<file path="config.mk">
export PLATFORM = sky130hd
export DESIGN_NAME = lt_train_seq
export DESIGN_NICKNAME = d
export VERILOG_FILES = /design/src/rtl/lt_pkg.sv /design/src/rtl/lt_wait_timer.sv /design/src/rtl/lt_status_eval.sv /design/src/rtl/lt_train_seq.sv
export SDC_FILE = /design/constraint.sdc
export NUM_CORES = 1
export LEC_CHECK = 0
export ABC_CLOCK_PERIOD_IN_PS = 3720
export BUFFER_PORTS_ARGS = -buffer_cell sky130_fd_sc_hd__buf_2
export CAP_MARGIN = 15
export CORE_MARGIN = 2
export CORE_UTILIZATION = 50
export CTS_CLUSTER_DIAMETER = 50
export CTS_CLUSTER_SIZE = 24
export DETAILED_ROUTE_END_ITERATION = 10
export PLACE_DENSITY = 0.8
export SLEW_MARGIN = 20
export SYNTH_ARGS = -nofsm -noshare
export SYNTH_HDL_FRONTEND = slang
export SYNTH_SLANG_ARGS = --single-unit
</file>
<file path="constraint.sdc">
create_clock -name clk_i -period 3.72 [get_ports clk_i]
set_input_delay 0.744 -clock clk_i [delete_from_list [all_inputs] [get_ports clk_i]]
set_output_delay 0.744 -clock clk_i [all_outputs]
set_load 0.03 [all_outputs]
</file>
<file path="src/rtl/lt_pkg.sv">
package lt_pkg;
  typedef enum logic [4:0] {
    S_IDLE, S_CAP, S_CHK, S_PWR_RD, S_PWR_WR, S_PWR_WAIT, S_BW_WR, S_LC_WR,
    S_CR_PAT, S_CR_LANE, S_CR_WAIT, S_CR_STAT, S_CR_EVAL,
    S_EQ_PAT, S_EQ_WAIT, S_EQ_STAT, S_EQ_EVAL
  } lt_state_e;

  localparam logic [11:0] A_LINK_BW  = 12'h100;
  localparam logic [11:0] A_LANE_CNT = 12'h101;
  localparam logic [11:0] A_PATTERN  = 12'h102;
  localparam logic [11:0] A_LANE_SET = 12'h103;
  localparam logic [11:0] A_STATUS   = 12'h202;
  localparam logic [11:0] A_POWER    = 12'h600;

  localparam logic [7:0] RATE_LOW  = 8'h06;
  localparam logic [7:0] RATE_HIGH = 8'h0A;
  localparam logic [7:0] REV_PWR   = 8'h11;
  localparam int unsigned STAT_N   = 6;
endpackage

</file>
<file path="src/rtl/lt_wait_timer.sv">
module lt_wait_timer #(
  parameter int unsigned W = 16
) (
  input  logic         clk_i,
  input  logic         rst_ni,
  input  logic         load_i,
  input  logic [W-1:0] cycles_i,
  output logic         expired_o
);
  logic [W-1:0] cnt_q;

  always_ff @(posedge clk_i or negedge rst_ni) begin
    if (!rst_ni)             cnt_q <= '0;
    else if (load_i)         cnt_q <= cycles_i;
    else if (cnt_q != '0)    cnt_q <= cnt_q - 1'b1;
  end

  assign expired_o = (cnt_q == '0) && !load_i;

  assert_timer_count_R6: assert property (@(posedge clk_i) disable iff (!rst_ni)
    (!load_i && cnt_q != '0) |=> (cnt_q == $past(cnt_q) - 1'b1));
endmodule

</file>
<file path="src/rtl/lt_status_eval.sv">
module lt_status_eval #(
  parameter int unsigned MAX_LANES = 4,
  parameter int unsigned STAT_N    = 6,
  localparam int unsigned LCW      = $clog2(MAX_LANES + 1)
) (
  input  logic [STAT_N*8-1:0] stat_i,
  input  logic [LCW-1:0]      lanes_i,
  output logic                cr_ok_o,
  output logic                eq_ok_o,
  output logic [7:0]          adj_o
);
  logic [MAX_LANES-1:0] lane_cr, lane_eq;
  logic [1:0]           sw [MAX_LANES];
  logic [1:0]           pe [MAX_LANES];

  for (genvar l = 0; l < MAX_LANES; l++) begin : g_lane
    logic       act;
    logic [3:0] nib, req;
    assign act        = LCW'(l) < lanes_i;
    assign nib        = stat_i[(l/2)*8 + 4*(l%2) +: 4];
    assign req        = stat_i[(4 + l/2)*8 + 4*(l%2) +: 4];
    assign lane_cr[l] = !act || nib[0];
    assign lane_eq[l] = !act || (&nib[2:0]);
    assign sw[l]      = act ? req[1:0] : 2'd0;
    assign pe[l]      = act ? req[3:2] : 2'd0;
  end

  logic [1:0] v, p;
  always_comb begin
    v = 2'd0;
    p = 2'd0;
    for (int l = 0; l < MAX_LANES; l++) begin
      if (sw[l] > v) v = sw[l];
      if (pe[l] > p) p = pe[l];
    end
    adj_o = {2'b00, p == 2'd3, p, v == 2'd3, v};
  end

  assign cr_ok_o = &lane_cr;
  assign eq_ok_o = (&lane_eq) && stat_i[16];
endmodule

</file>
<file path="src/rtl/lt_train_seq.sv">
module lt_train_seq
  import lt_pkg::*;
#(
  parameter int unsigned MAX_LANES    = 4,
  parameter int unsigned AW           = 20,
  parameter int unsigned CYC_PER_US   = 250,
  parameter int unsigned CR_WAIT_US   = 1000,
  parameter int unsigned EQ_WAIT_US   = 400,
  parameter int unsigned PWR_WAIT_US  = 1000,
  parameter int unsigned CR_MAX_TRIES = 5,
  parameter int unsigned EQ_MAX_TRIES = 5
) (
  input  logic                   clk_i,
  input  logic                   rst_ni,
  input  logic                   start_i,
  output logic                   busy_o,
  output logic                   done_o,
  output logic                   fail_o,
  output logic                   aux_req_o,
  output logic                   aux_we_o,
  output logic [AW-1:0]          aux_addr_o,
  output logic [7:0]             aux_wdata_o,
  input  logic                   aux_ack_i,
  input  logic                   aux_err_i,
  input  logic [7:0]             aux_rdata_i,
  output logic [1:0]             pattern_o,
  output logic [8*MAX_LANES-1:0] drive_o,
  output logic [7:0]             link_rate_o,
  output logic [4:0]             lane_cnt_o
);
  localparam int unsigned LCW     = $clog2(MAX_LANES + 1);
  localparam int unsigned CR_CYC  = CR_WAIT_US * CYC_PER_US;
  localparam int unsigned EQ_CYC  = EQ_WAIT_US * CYC_PER_US;
  localparam int unsigned PWR_CYC = PWR_WAIT_US * CYC_PER_US;
  localparam int unsigned MAX_CYC = (CR_CYC > PWR_CYC) ? ((CR_CYC > EQ_CYC) ? CR_CYC : EQ_CYC)
                                                       : ((PWR_CYC > EQ_CYC) ? PWR_CYC : EQ_CYC);
  localparam int unsigned TW      = $clog2(MAX_CYC + 1);
  localparam int unsigned MT      = (CR_MAX_TRIES > EQ_MAX_TRIES) ? CR_MAX_TRIES : EQ_MAX_TRIES;
  localparam int unsigned TRW     = $clog2(MT + 1);

  lt_state_e           state_q;
  logic [2:0]          idx_q;
  logic [7:0]          rev_q, rate_q, pwr_q, ts_q;
  logic [4:0]          lanes_q;
  logic [STAT_N*8-1:0] stat_q;
  logic [1:0]          prev_sw_q, pat_q;
  logic                prev_vld_q, done_q, fail_q, load_q;
  logic [TRW-1:0]      tries_q;
  logic [TW-1:0]       tmr_cyc_q;
  logic [7:0]          rate_out_q;
  logic [4:0]          lanes_out_q;
  logic [LCW-1:0]      act;
  logic                xfer, bad, expired, cr_ok, eq_ok, same_sw, rate_ok;
  logic [7:0]          adj;

  assign act = (lanes_q > 5'(MAX_LANES)) ? LCW'(MAX_LANES) : LCW'(lanes_q);

  lt_wait_timer #(.W(TW)) u_tmr (
    .clk_i, .rst_ni, .load_i(load_q), .cycles_i(tmr_cyc_q), .expired_o(expired)
  );

  lt_status_eval #(.MAX_LANES(MAX_LANES), .STAT_N(STAT_N)) u_eval (
    .stat_i(stat_q), .lanes_i(act), .cr_ok_o(cr_ok), .eq_ok_o(eq_ok), .adj_o(adj)
  );

  // sink access decode
  always_comb begin
    aux_req_o   = 1'b0;
    aux_we_o    = 1'b0;
    aux_addr_o  = '0;
    aux_wdata_o = '0;
    unique case (state_q)
      S_CAP:    begin aux_req_o = 1'b1; aux_addr_o = AW'(idx_q); end
      S_PWR_RD: begin aux_req_o = 1'b1; aux_addr_o = AW'(A_POWER); end
      S_PWR_WR: begin aux_req_o = 1'b1; aux_we_o = 1'b1; aux_addr_o = AW'(A_POWER);
                      aux_wdata_o = {pwr_q[7:2], 2'b01}; end
      S_BW_WR:  begin aux_req_o = 1'b1; aux_we_o = 1'b1; aux_addr_o = AW'(A_LINK_BW);
                      aux_wdata_o = rate_q; end
      S_LC_WR:  begin aux_req_o = 1'b1; aux_we_o = 1'b1; aux_addr_o = AW'(A_LANE_CNT);
                      aux_wdata_o = {3'b000, lanes_q}; end
      S_CR_PAT: begin aux_req_o = 1'b1; aux_we_o = 1'b1; aux_addr_o = AW'(A_PATTERN);
                      aux_wdata_o = 8'h01; end
      S_EQ_PAT: begin aux_req_o = 1'b1; aux_we_o = 1'b1; aux_addr_o = AW'(A_PATTERN);
                      aux_wdata_o = 8'h02; end
      S_CR_LANE: begin aux_req_o = 1'b1; aux_we_o = 1'b1;
                      aux_addr_o = AW'(A_LANE_SET) + AW'(idx_q); aux_wdata_o = ts_q; end
      S_CR_STAT, S_EQ_STAT: begin aux_req_o = 1'b1; aux_addr_o = AW'(A_STATUS) + AW'(idx_q); end
      default: ;
    endcase
  end

  assign xfer    = aux_req_o && aux_ack_i;
  assign bad     = xfer && aux_err_i;
  assign same_sw = prev_vld_q && (ts_q[1:0] == prev_sw_q);
  assign rate_ok = (rate_q == RATE_LOW) || (rate_q == RATE_HIGH);

  always_ff @(posedge clk_i or negedge rst_ni) begin
    if (!rst_ni) begin
      state_q <= S_IDLE;   idx_q <= '0;      rev_q <= '0;      rate_q <= '0;
      pwr_q <= '0;         ts_q <= '0;       lanes_q <= '0;    stat_q <= '0;
      prev_sw_q <= '0;     pat_q <= '0;      prev_vld_q <= 1'b0;
      done_q <= 1'b0;      fail_q <= 1'b0;   load_q <= 1'b0;   tries_q <= '0;
      tmr_cyc_q <= '0;     rate_out_q <= '0; lanes_out_q <= '0;
    end else begin
      load_q <= 1'b0;
      if (bad) begin
        state_q <= S_IDLE; done_q <= 1'b1; fail_q <= 1'b1;
      end else begin
        unique case (state_q)
          S_IDLE: if (start_i) begin
            done_q <= 1'b0; fail_q <= 1'b0; idx_q <= '0; pat_q <= '0; ts_q <= '0;
            state_q <= S_CAP;
          end
          S_CAP: if (xfer) begin
            case (idx_q)
              3'd0:    rev_q   <= aux_rdata_i;
              3'd1:    rate_q  <= aux_rdata_i;
              default: lanes_q <= aux_rdata_i[4:0];
            endcase
            idx_q <= idx_q + 1'b1;
            if (idx_q == 3'd2) state_q <= S_CHK;
          end
          S_CHK:
            if (!rate_ok || lanes_q == '0) begin
              state_q <= S_IDLE; done_q <= 1'b1; fail_q <= 1'b1;
            end else state_q <= (rev_q >= REV_PWR) ? S_PWR_RD : S_BW_WR;
          S_PWR_RD: if (xfer) begin pwr_q <= aux_rdata_i; state_q <= S_PWR_WR; end
          S_PWR_WR: if (xfer) begin
            load_q <= 1'b1; tmr_cyc_q <= TW'(PWR_CYC); state_q <= S_PWR_WAIT;
          end
          S_PWR_WAIT: if (expired) state_q <= S_BW_WR;
          S_BW_WR: if (xfer) begin rate_out_q <= rate_q; state_q <= S_LC_WR; end
          S_LC_WR: if (xfer) begin
            lanes_out_q <= lanes_q; pat_q <= 2'd1; ts_q <= '0;
            tries_q <= '0; prev_vld_q <= 1'b0; state_q <= S_CR_PAT;
          end
          S_CR_PAT: if (xfer) begin idx_q <= '0; state_q <= S_CR_LANE; end
          S_CR_LANE: if (xfer) begin
            if (idx_q == 3'(act - 1'b1)) begin
              load_q <= 1'b1; tmr_cyc_q <= TW'(CR_CYC); state_q <= S_CR_WAIT;
            end else idx_q <= idx_q + 1'b1;
          end
          S_CR_WAIT: if (expired) begin idx_q <= '0; state_q <= S_CR_STAT; end
          S_CR_STAT, S_EQ_STAT: if (xfer) begin
            stat_q[idx_q*8 +: 8] <= aux_rdata_i;
            idx_q <= idx_q + 1'b1;
            if (idx_q == 3'(STAT_N - 1))
              state_q <= (state_q == S_CR_STAT) ? S_CR_EVAL : S_EQ_EVAL;
          end
          S_CR_EVAL:
            if (cr_ok) begin
              pat_q <= 2'd2; tries_q <= '0; state_q <= S_EQ_PAT;
            end else if (ts_q[2] || (same_sw && tries_q == TRW'(CR_MAX_TRIES - 1))) begin
              state_q <= S_IDLE; done_q <= 1'b1; fail_q <= 1'b1;
            end else begin
              tries_q    <= same_sw ? tries_q + 1'b1 : '0;
              prev_sw_q  <= ts_q[1:0];
              prev_vld_q <= 1'b1;
              ts_q       <= adj;
              idx_q      <= '0;
              state_q    <= S_CR_LANE;
            end
          S_EQ_PAT: if (xfer) begin
            load_q <= 1'b1; tmr_cyc_q <= TW'(EQ_CYC); state_q <= S_EQ_WAIT;
          end
          S_EQ_WAIT: if (expired) begin idx_q <= '0; state_q <= S_EQ_STAT; end
          S_EQ_EVAL:
            if (eq_ok) begin
              state_q <= S_IDLE; done_q <= 1'b1;
            end else if (tries_q == TRW'(EQ_MAX_TRIES - 1)) begin
              state_q <= S_IDLE; done_q <= 1'b1; fail_q <= 1'b1;
            end else begin
              tries_q <= tries_q + 1'b1; ts_q <= adj;
              load_q <= 1'b1; tmr_cyc_q <= TW'(EQ_CYC); state_q <= S_EQ_WAIT;
            end
          default: state_q <= S_IDLE;
        endcase
      end
    end
  end

  assign busy_o      = state_q != S_IDLE;
  assign done_o      = done_q;
  assign fail_o      = fail_q;
  assign pattern_o   = pat_q;
  assign drive_o     = {MAX_LANES{ts_q}};
  assign link_rate_o = rate_out_q;
  assign lane_cnt_o  = lanes_out_q;

  assert_req_stable_R14: assert property (@(posedge clk_i) disable iff (!rst_ni)
    (aux_req_o && !aux_ack_i) |=> (aux_req_o && $stable(aux_addr_o) &&
                                   $stable(aux_we_o) && $stable(aux_wdata_o)));

  assert_err_ends_R13: assert property (@(posedge clk_i) disable iff (!rst_ni)
    (aux_req_o && aux_ack_i && aux_err_i) |=> (!aux_req_o && done_o && fail_o));

  assert_eq_no_lane_wr_R11: assert property (@(posedge clk_i) disable iff (!rst_ni)
    (pattern_o == 2'd2 && aux_req_o && aux_we_o) |->
      (aux_addr_o < AW'(A_LANE_SET) || aux_addr_o >= AW'(A_LANE_SET) + AW'(MAX_LANES)));

  assert_done_after_busy_R1: assert property (@(posedge clk_i) disable iff (!rst_ni)
    $rose(done_o) |-> $past(busy_o));

  assert_cr_pattern_R6: assert property (@(posedge clk_i) disable iff (!rst_ni)
    (aux_req_o && aux_we_o && aux_addr_o >= AW'(A_LANE_SET) &&
     aux_addr_o < AW'(A_LANE_SET) + AW'(MAX_LANES)) |-> (pattern_o == 2'd1));
endmodule

</file>
==> out/qor.txt, run 1 <==
Status: complete, no violations
Asr flop ratio synth: 100%
Clk sinks: 115
Final Hold Viols: 0
Hold Slack: 0.325 ns
Sequential Power Share: 33.3%
Pin count of the biggest net entering global routing: 73
Placed cells: 953
Reg-to-reg critical path startpoint: lanes_q[2]$_DFFE_PN0P_
Internal power: 3.25 mW
Drt wl/cell: 18.5 um
Synthesized flop and latch total: 115
GRT Total Usage: 24.5%
Slew Viols, Final: 0
Via density: 5.96
M3 GR Usage: 6.37%
Flop2flop setup slack: 0.10 ns
Worst-path maximum fanout: 7
Initial DRT Pass Iterations: 7
Nets: 839
FP Rows: 43
Routed Antenna Nets: 0
Die Height: 123 um
Grt ovf: 0
CTS hold repair buffers: 0
Comb pwr share: 38.5%
CTS H-tree lvls: 4
Via count: 5895
Area growth syn-to-layout: 15.6%
Clk slew on worst S/H paths: 0.05 ns
Gr busiest metal: met2
Max-cap violations: 0
# IOs: 93
DRC: 0
Post-Syn Area per Cell: 9.83 um^2
Largest cells by area after synthesis: dfrtp_1 40%, mux2_2 11%, ha_1 5.1%
Chip width: 123 um
Worst Setup End Kind: register
Initial antenna violation count: 0
Clk root buf: clkbuf_16
DR iter-0 viols: 526
Synth area leader: dfrtp_1
Max VDD drop: 0.418 mV
Cell Count, Final, Fillers Out: 989
Met1 Use GR: 32.9%
RR Endpoint: ts_q[2]$_DFFE_PN0P_
Synthesized area: 0.00712 mm^2
PD cells: 650 mW/mm^2
Reg2reg path depth: 19
Most frequent cells in the layout: 115 x dfrtp_1, 70 x mux2_2, 70 x buf_2
Fillcell total: 1154
Final setup fails: 0
Peak Freq: 0.276 GHz
Worst hold-check path type: input port to async pin
Seq/Total Area, Yosys: 40.4%
Tmin final: 3.62 ns
Psw: 2.10 mW
Cells after Synth: 724
Power share of the clock group: 28.2%
Critical path required time: 4.06 ns
Skew final: 0.0157 ns
Area share of the largest cell type after synthesis: 40.4%
Worst Tran Pin Value: 1.13 ns
Commonest non-fill, non-tap cell in the layout: dfrtp_1
Global placement routability congestion: 0.965
Startpoint Class: register
Top_reg_cell synth: dfrtp_1
Latest clock arrival within the worst-skew pair: 0.42 ns
Initial Util: 51.3%
Setup CP Type: register to register
Port Buffers: 71
RSZ-0062 raised after global routing: yes
First-pass GRT wire length: 28200 um
N_diodes: 0
CORE AREA: 0.0139 mm^2
Max Root-Sink Buffers: 2
Clock buffer count from CTS: 17
Arrival time worst endpoint: 3.95 ns
Rel. slew slack: 23.8%
Post-synth EDFFs: 0
Layout cells sized above 1: 30.3%
Number of global-route vias before repair: 5460
Leakage: 4.04 nW
Yosys warns: 0
Final Cycle Share: 97.3%
Die area: 0.0152 mm^2
Hpwl dp: 12900 um
GR Layer Usage met2: 38.5%
Synth unique cells: 79
Drt total wl: 18300 um
CTS tree: built
Switch share: 39.3%
metal layers:
layer | share of wire, % | wire length [um]
met2 | 48 | 8850
met5 | 0 | 0
met4 | 2.2 | 401
met3 | 7.3 | 1340
met1 | 42 | 7660
final cells by class:
class / instances / area [um^2] / area share, %
Tap cell: 180 / 225 / 2.74
Inverter: 30 / 113 / 1.37
Multi-Input combinational cell: 533 / 3880 / 47.2
Timing Repair Buffer: 100 / 588 / 7.15
Sequential cell: 115 / 2880 / 35.0
Clock inverter: 12 / 109 / 1.32
Clock buffer: 19 / 433 / 5.26
critical path: stages, from the launching register on:
cell and delay, ns:
dfrtp_1 0.37, or4_4 0.62, o21ai_4 0.19, inv_1 0.07, ha_2 0.34, nor2_1 0.04
a22o_1 0.21, a21oi_2 0.17, ha_1 0.25, nand2b_1 0.12, o21ai_2 0.09, a21oi_2 0.13
a21oi_1 0.06, ha_1 0.28, nand2b_1 0.06, o21ai_2 0.08, a21oi_1 0.06, a21oi_1 0.11
o21ai_1 0.10, o2bb2ai_1 0.18
logic make-up after synthesis:
| kind of cell | after synthesis | share of synthesized area (%) |
|---|---|---|
| AOI/OAI and AO/OA | 132 | 12.6 |
| xor gates and xnor gates | 19 | 2.34 |
| adders and majority gates | 29 | 5.10 |
| buffers and inverters | 96 | 7.70 |
| DFF | 115 | 40.4 |
| muxes | 78 | 12.3 |
| other | 1 | 0.0527 |
| and+or+nand+nor | 254 | 19.6 |
worst max path at each step:
| stage | start | end | cells after the start |
|---|---|---|---|
| floorplan | lanes_q[2]$_DFFE_PN0P_ | ts_q[3]$_DFFE_PN0P_ | 18 |
| global placement | lanes_q[2]$_DFFE_PN0P_ | ts_q[2]$_DFFE_PN0P_ | 19 |
| detailed placement | lanes_q[2]$_DFFE_PN0P_ | ts_q[2]$_DFFE_PN0P_ | 18 |
| CTS | lanes_q[1]$_DFFE_PN0P_ | ts_q[3]$_DFFE_PN0P_ | 16 |
| global route | lanes_q[2]$_DFFE_PN0P_ | ts_q[2]$_DFFE_PN0P_ | 20 |
| finish | lanes_q[2]$_DFFE_PN0P_ | ts_q[2]$_DFFE_PN0P_ | 19 |
state kept, by name, summed over array words and instances, names as in the netlist, 6 cells and up:
name and flops:
stat_q 29, rev_q 8, ts_q 6, rate_q 8, pwr_q 6, link_rate_o 8
u_tmr.cnt_q 18
power groups by stage:
stage | combinational, mW | clock, mW | sequential [mW]
3_3_place_gp | 1.91 | 0 | 1.78
4_1_cts | 1.98 | 1.53 | 1.77
2_1_floorplan | 1.49 | 0 | 1.75
3_5_place_dp | 1.96 | 0 | 1.79
5_1_grt | 2.25 | 1.59 | 1.82
6_report | 2.06 | 1.51 | 1.78
cells in the mapped netlist, drive strengths merged (3+ instances only):
cell type and n:
nor3b 3, dfrtp 115, a22o 4, a21o 6, inv 29, or2 5
nor2b 7, nand2b 17, nand3b 8, ha 29, o2bb2ai 11, or3 5
nor4 14, nand2 62, clkbuf 16, o211ai 3, buf 50, a31oi 5
nand3 24, nand4 4, or4 5, mux2i 5, xor2 4, xnor2 15
and3 6, a22oi 9, mux2 73, o21ai 28, and2 9, nor3 31
a21oi 34, a211oi 7, nor2 45
stage by stage:
| stage | power, mW | setup slack, ns | util [%] | cell area [um^2] | setup TNS (ns) |
|---|---|---|---|---|---|
| finish | 5.35 | 0.102 | 59.3 | 8230 | 0 |
| global route | 5.66 | -0.0993 | 59.3 | 8230 | -0.141 |
| CTS | 5.28 | 0.0282 | 58.3 | 8090 | 0 |
| detailed placement | 3.75 | -0.184 | 54.3 | 7530 | -0.433 |
| global placement | 3.69 | 0.0406 | 54.3 | 7530 | 0 |
| floorplan | 3.24 | 0.00107 | - | 7210 | 0 |
repair_timing:
item | 4_1_cts | 5_1_grt
resized for setup | 7 | 21
hold endpoints to repair | 0 | 0
endpoints found under the setup margin | 4 | 4
pin swaps | 2 | 14
buffers inserted | 1 | 4
(Power assumes the default switching activity.)
==> run 2: changes to the inputs <==
ABC_CLOCK_PERIOD_IN_PS = 3700   (was 3720)
PLACE_DENSITY = 0.78   (was 0.8)
clock period = 3.7 ns   (was 3.72 ns; I/O delays follow)
==> out/qor.txt, run 2 (synthesis gave the netlist of run 1 again) <==
DR iter-0 viols: 640
Max Root-Sink Buffers: 2
Reg2reg path depth: 19
Setup CP Type: register to register
Final setup fails: 0
Initial Util: 51.3%
Global placement routability congestion: 0.949
Clk root buf: clkbuf_16
Clk slew on worst S/H paths: 0.06 ns
Max-cap violations: 0
Latest clock arrival within the worst-skew pair: 0.43 ns
Worst hold-check path type: input port to async pin
# IOs: 93
Peak Freq: 0.282 GHz
Via count: 5868
Initial DRT Pass Iterations: 6
First-pass GRT wire length: 28300 um
Via density: 5.87
Port Buffers: 71
Fin area: 0.00837 mm^2
Area growth syn-to-layout: 17.6%
Startpoint Class: register
Area after DPL: 0.00756 mm^2
Tmin final: 3.55 ns
PD cells: 663 mW/mm^2
Final WS setup: 0.154 ns
Dpl ws: -0.209 ns
CORE AREA: 0.0139 mm^2
Grt ovf: 0
CTS tree: built
Rel. slew slack: 50.0%
Final Core Density: 60.3%
DRC: 0
CTS H-tree lvls: 4
Setup_tns: 0 ns
Max FFs per register: 29
Worst path slowest cell: or4_4
Clk sinks: 115
Flop2flop setup slack: 0.15 ns
Initial antenna violation count: 0
Worst-path maximum fanout: 7
Routed Antenna Nets: 0
Worst path depth: 19
RR Endpoint: ts_q[2]$_DFFE_PN0P_
Final Cycle Share: 95.8%
Reg-to-reg critical path startpoint: lanes_q[2]$_DFFE_PN0P_
Drt total wl: 18600 um
Crit-path most repeated cell: buf_4
Most frequent cells in the layout: 115 x dfrtp_1, 70 x mux2_2, 70 x buf_2
Leakage: 4.11 nW
Max VDD drop: 0.570 mV
Worst Tran Pin Value: 0.745 ns
Commonest non-fill, non-tap cell in the layout: dfrtp_1
Chip width: 123 um
Skew final: 0.00926 ns
Drt wl/cell: 18.6 um
Hold Slack: 0.287 ns
Pin count of the biggest net entering global routing: 77
Top cell family by delay on the critical path: compound AO/OA/AOI/OAI gates
Largest registers: stat_q (29), u_tmr.cnt_q (18)
Max incr delay on CP: 0.62 ns
FP Rows: 43
Arrival time worst endpoint: 3.89 ns
Layout cells sized above 1: 32.0%
Number of global-route vias before repair: 5378
Crit path launch: lanes_q[2]$_DFFE_PN0P_
Critical path required time: 4.04 ns
Hpwl dp: 12900 um
WP buf/inv: 5
Worst-path cell chain: or4_4 > o21ai_4 > ha_4 > nor3b_2 > a31oi_1 > o211a_1 > a21oi_2 > ha_1 > nand2b_1 > o21ai_2 > a21oi_2 > buf_4 > buf_4 > buf_4 > buf_4 > buf_4 > a21oi_1 > o21ai_1 > o2bb2ai_1
Clock buffer count from CTS: 17
Worst Setup End Kind: register
Die area: 0.0152 mm^2
Slew Viols, Final: 0
Largest Register: stat_q
Status: complete, no violations
Final Hold Viols: 0
Die Height: 123 um
N_diodes: 0
GRT Total Usage: 24.4%
Nets: 848
==> run 2: cell types whose count changed in the layout (fill, tap and decap cells not counted), moves of 2 or more <==
cell      change
a21oi_1       -2
a21oi_2       +2
clkbuf_1      -2
o21ai_2       +2
clkbuf_8      +2
buf_4         +8
clkinv_2      -2
==> run 2: worst reg2reg max path, stage by stage, from the launching register on <==
cell	delay, ns
dfrtp_1	0.38
or4_4	0.62
o21ai_4	0.22
ha_4	0.24
nor3b_2	0.15
a31oi_1	0.14
o211a_1	0.18
a21oi_2	0.04
ha_1	0.27
nand2b_1	0.07
o21ai_2	0.08
a21oi_2	0.06
buf_4	0.14
buf_4	0.12
buf_4	0.12
buf_4	0.12
buf_4	0.12
a21oi_1	0.11
o21ai_1	0.10
o2bb2ai_1	0.16
==> run 2: power breakdown <==
group	leakage (nW)	internal [mW]	switching, mW
registers	1.53	1.53	0.278
logic	2.29	0.821	1.26
clock network	0.288	1.03	0.628
==> run 2: per-layer routing <==
metal	global-route usage (%)	vias up	routed length (um)
met1	33.2	2913	7920
li1	-	2706	-
met4	8.03	0	382
met3	5.72	35	1190
met5	0	-	0
met2	38.6	214	9060
==> run 2: cell type report <==
cell class                      instances  area, um^2
Fill cell                            1126        5510
Multi-Input combinational cell        533        3890
Sequential cell                       115        2880
Timing Repair Buffer                  109         659
Clock buffer                           19         453
Tap cell                              180         225
Clock inverter                         13         148
Inverter                               30         113
==> run 2: timing repair <==
action / in CTS / in global routing
pin swaps: 4 / 15
setup endpoints to repair: 4 / 4
hold buffers: 0 / 0
gates resized for setup: 9 / 21
buffers inserted: 6 / 5
==> run 2: worst max path at each step <==
| stage | slack (ns) | end |
|---|---|---|
| finish | 0.15 | ts_q[2]$_DFFE_PN0P_ |
| global route | -0.02 | ts_q[5]$_DFFE_PN0P_ |
| CTS | 0.03 | ts_q[5]$_DFFE_PN0P_ |
| detailed placement | -0.21 | ts_q[0]$_DFFE_PN0P_ |
| global placement | -0.009 | ts_q[2]$_DFFE_PN0P_ |
| floorplan | 0.003 | ts_q[3]$_DFFE_PN0P_ |
==> run 2: through the flow <==
stage          power (mW)  cells
3_5_place_dp         3.77    956
4_1_cts              5.50    994
5_1_grt              5.84    999
6_report             5.55    999
3_3_place_gp         3.71    956
2_1_floorplan        3.27    744
==> run 3: changes to the inputs <==
CORE_UTILIZATION = 30   (was 50)
PLACE_DENSITY = 0.54   (was 0.78)
==> out/qor.txt, run 3 (synthesis gave the netlist of run 1 again) <==
Final WS setup: 0.124 ns
Clock buffer count from CTS: 17
Drt wl/cell: 17.2 um
Largest registers: stat_q (29), u_tmr.cnt_q (18)
Max VDD drop: 0.256 mV
Hold Slack: 0.213 ns
Clk root buf: clkbuf_16
PD cells: 644 mW/mm^2
Setup CP Type: register to register
Cell Count, Final, Fillers Out: 1136
Max incr delay on CP: 0.61 ns
Max-cap violations: 0
Pwr Total: 5.46 mW
Layout cells sized above 1: 31.5%
First-pass GRT wire length: 30700 um
Hpwl dp: 14400 um
CTS H-tree lvls: 4
Via density: 4.99
Final setup fails: 0
Drt total wl: 19500 um
Tmin final: 3.58 ns
GRT Total Usage: 16.1%
Initial Util: 30.4%
Rel. slew slack: 37.4%
Skew final: 0.0108 ns
Area after DPL: 0.00779 mm^2
DRC: 0
Die Height: 158 um
Placed cells: 1102
DR iter-0 viols: 475
Setup_tns: 0 ns
Arrival time worst endpoint: 3.88 ns
Slew Viols, Final: 0
Nets: 846
Die area: 0.0250 mm^2
Final Hold Viols: 0
Area growth syn-to-layout: 19.1%
N_diodes: 0
Final Core Density: 36.2%
Peak Freq: 0.280 GHz
Flop2flop setup slack: 0.12 ns
Max Root-Sink Buffers: 2
Critical path required time: 4.00 ns
Worst path slowest cell: or4_4
Initial DRT Pass Iterations: 5
Worst-path maximum fanout: 7
Initial antenna violation count: 0
FP Rows: 56
Via count: 5670
Clk slew on worst S/H paths: 0.06 ns
CORE AREA: 0.0234 mm^2
Status: complete, no violations
Global placement routability congestion: 0.835
Number of global-route vias before repair: 5506
Port Buffers: 71
Max FFs per register: 29
# IOs: 93
Startpoint Class: register
Worst Setup End Kind: register
Chip width: 158 um
Latest clock arrival within the worst-skew pair: 0.43 ns
Worst-path cell chain: or4_4 > and2_4 > ha_4 > nor3b_2 > a31oi_1 > o211a_1 > a21oi_2 > ha_1 > nand2b_1 > o21ai_1 > buf_4 > a21oi_2 > ha_1 > nand2b_1 > o21ai_2 > a21oi_1 > a21oi_1 > o21ai_1 > o2bb2ai_1
Leakage: 4.08 nW
Commonest non-fill, non-tap cell in the layout: dfrtp_1
Final Cycle Share: 96.7%
Clk sinks: 115
Largest Register: stat_q
CTS hold repair buffers: 0
Fin area: 0.00848 mm^2
CTS tree: built
Most frequent cells in the layout: 115 x dfrtp_1, 70 x mux2_2, 70 x buf_2
Dpl ws: -0.191 ns
Worst hold-check path type: input port to async pin
Pin count of the biggest net entering global routing: 56
Grt ovf: 0
Fillcell total: 2402
Worst Tran Pin Value: 0.933 ns
Routed Antenna Nets: 0
## run 3: worst paths after layout
path,from,end,cells after the start
setup / recovery,lanes_q[1]$_DFFE_PN0P_,ts_q[0]$_DFFE_PN0P_,19
hold / removal,rst_ni,link_rate_o[2]$_DFFE_PN0P_,1
setup reg to reg,lanes_q[1]$_DFFE_PN0P_,ts_q[0]$_DFFE_PN0P_,19
hold reg to reg,tmr_cyc_q[16]$_DFFE_PN0P_,tmr_cyc_q[16]$_DFFE_PN0P_,1
max in group asynchronous,rst_ni,tmr_cyc_q[16]$_DFFE_PN0P_,2
min in group clk_i,tmr_cyc_q[16]$_DFFE_PN0P_,tmr_cyc_q[16]$_DFFE_PN0P_,1
## run 3: repair_timing
item | CTS | global route
setup buffers | 0 | 2
gates resized for setup | 5 | 23
pin swaps | 0 | 15
setup endpoints to repair | 4 | 4
## run 3: routing by layer
metal	part of all wire, %	up-vias	track usage (%)
met5	0	-	0
met4	1.3	0	4.38
met3	4.6	19	3.28
met2	48	164	26.3
met1	46	2776	21.9
li1	-	2711	-
## run 3: cell type report
cell class	count	area [um^2]	share of cell area [%]
multi-input cells	533	3890	45.9
clock buffers	18	429	5.06
flip-flops and latches	115	2880	33.9
well taps	319	399	4.71
inverters	30	113	1.33
clock inverters	14	130	1.53
repair buffers	107	641	7.55
## run 3: critical path, delay by kind of cell, from the launching register on
| family | cells | cell delay, ns |
|---|---|---|
| DFF | 1 | 0.39 |
| adders and majority gates | 3 | 0.75 |
| buffers and inverters | 1 | 0.15 |
| and+or+nand+nor | 5 | 1.10 |
| AOI/OAI and AO/OA | 10 | 1.05 |
## run 3: report_power, final
part	internal [mW]	leakage [nW]	total (mW)	switching [mW]
clock	0.929	0.276	1.57	0.641
combinational	0.827	2.28	2.08	1.25
sequential	1.53	1.53	1.81	0.288
total	3.28	4.08	5.46	2.18
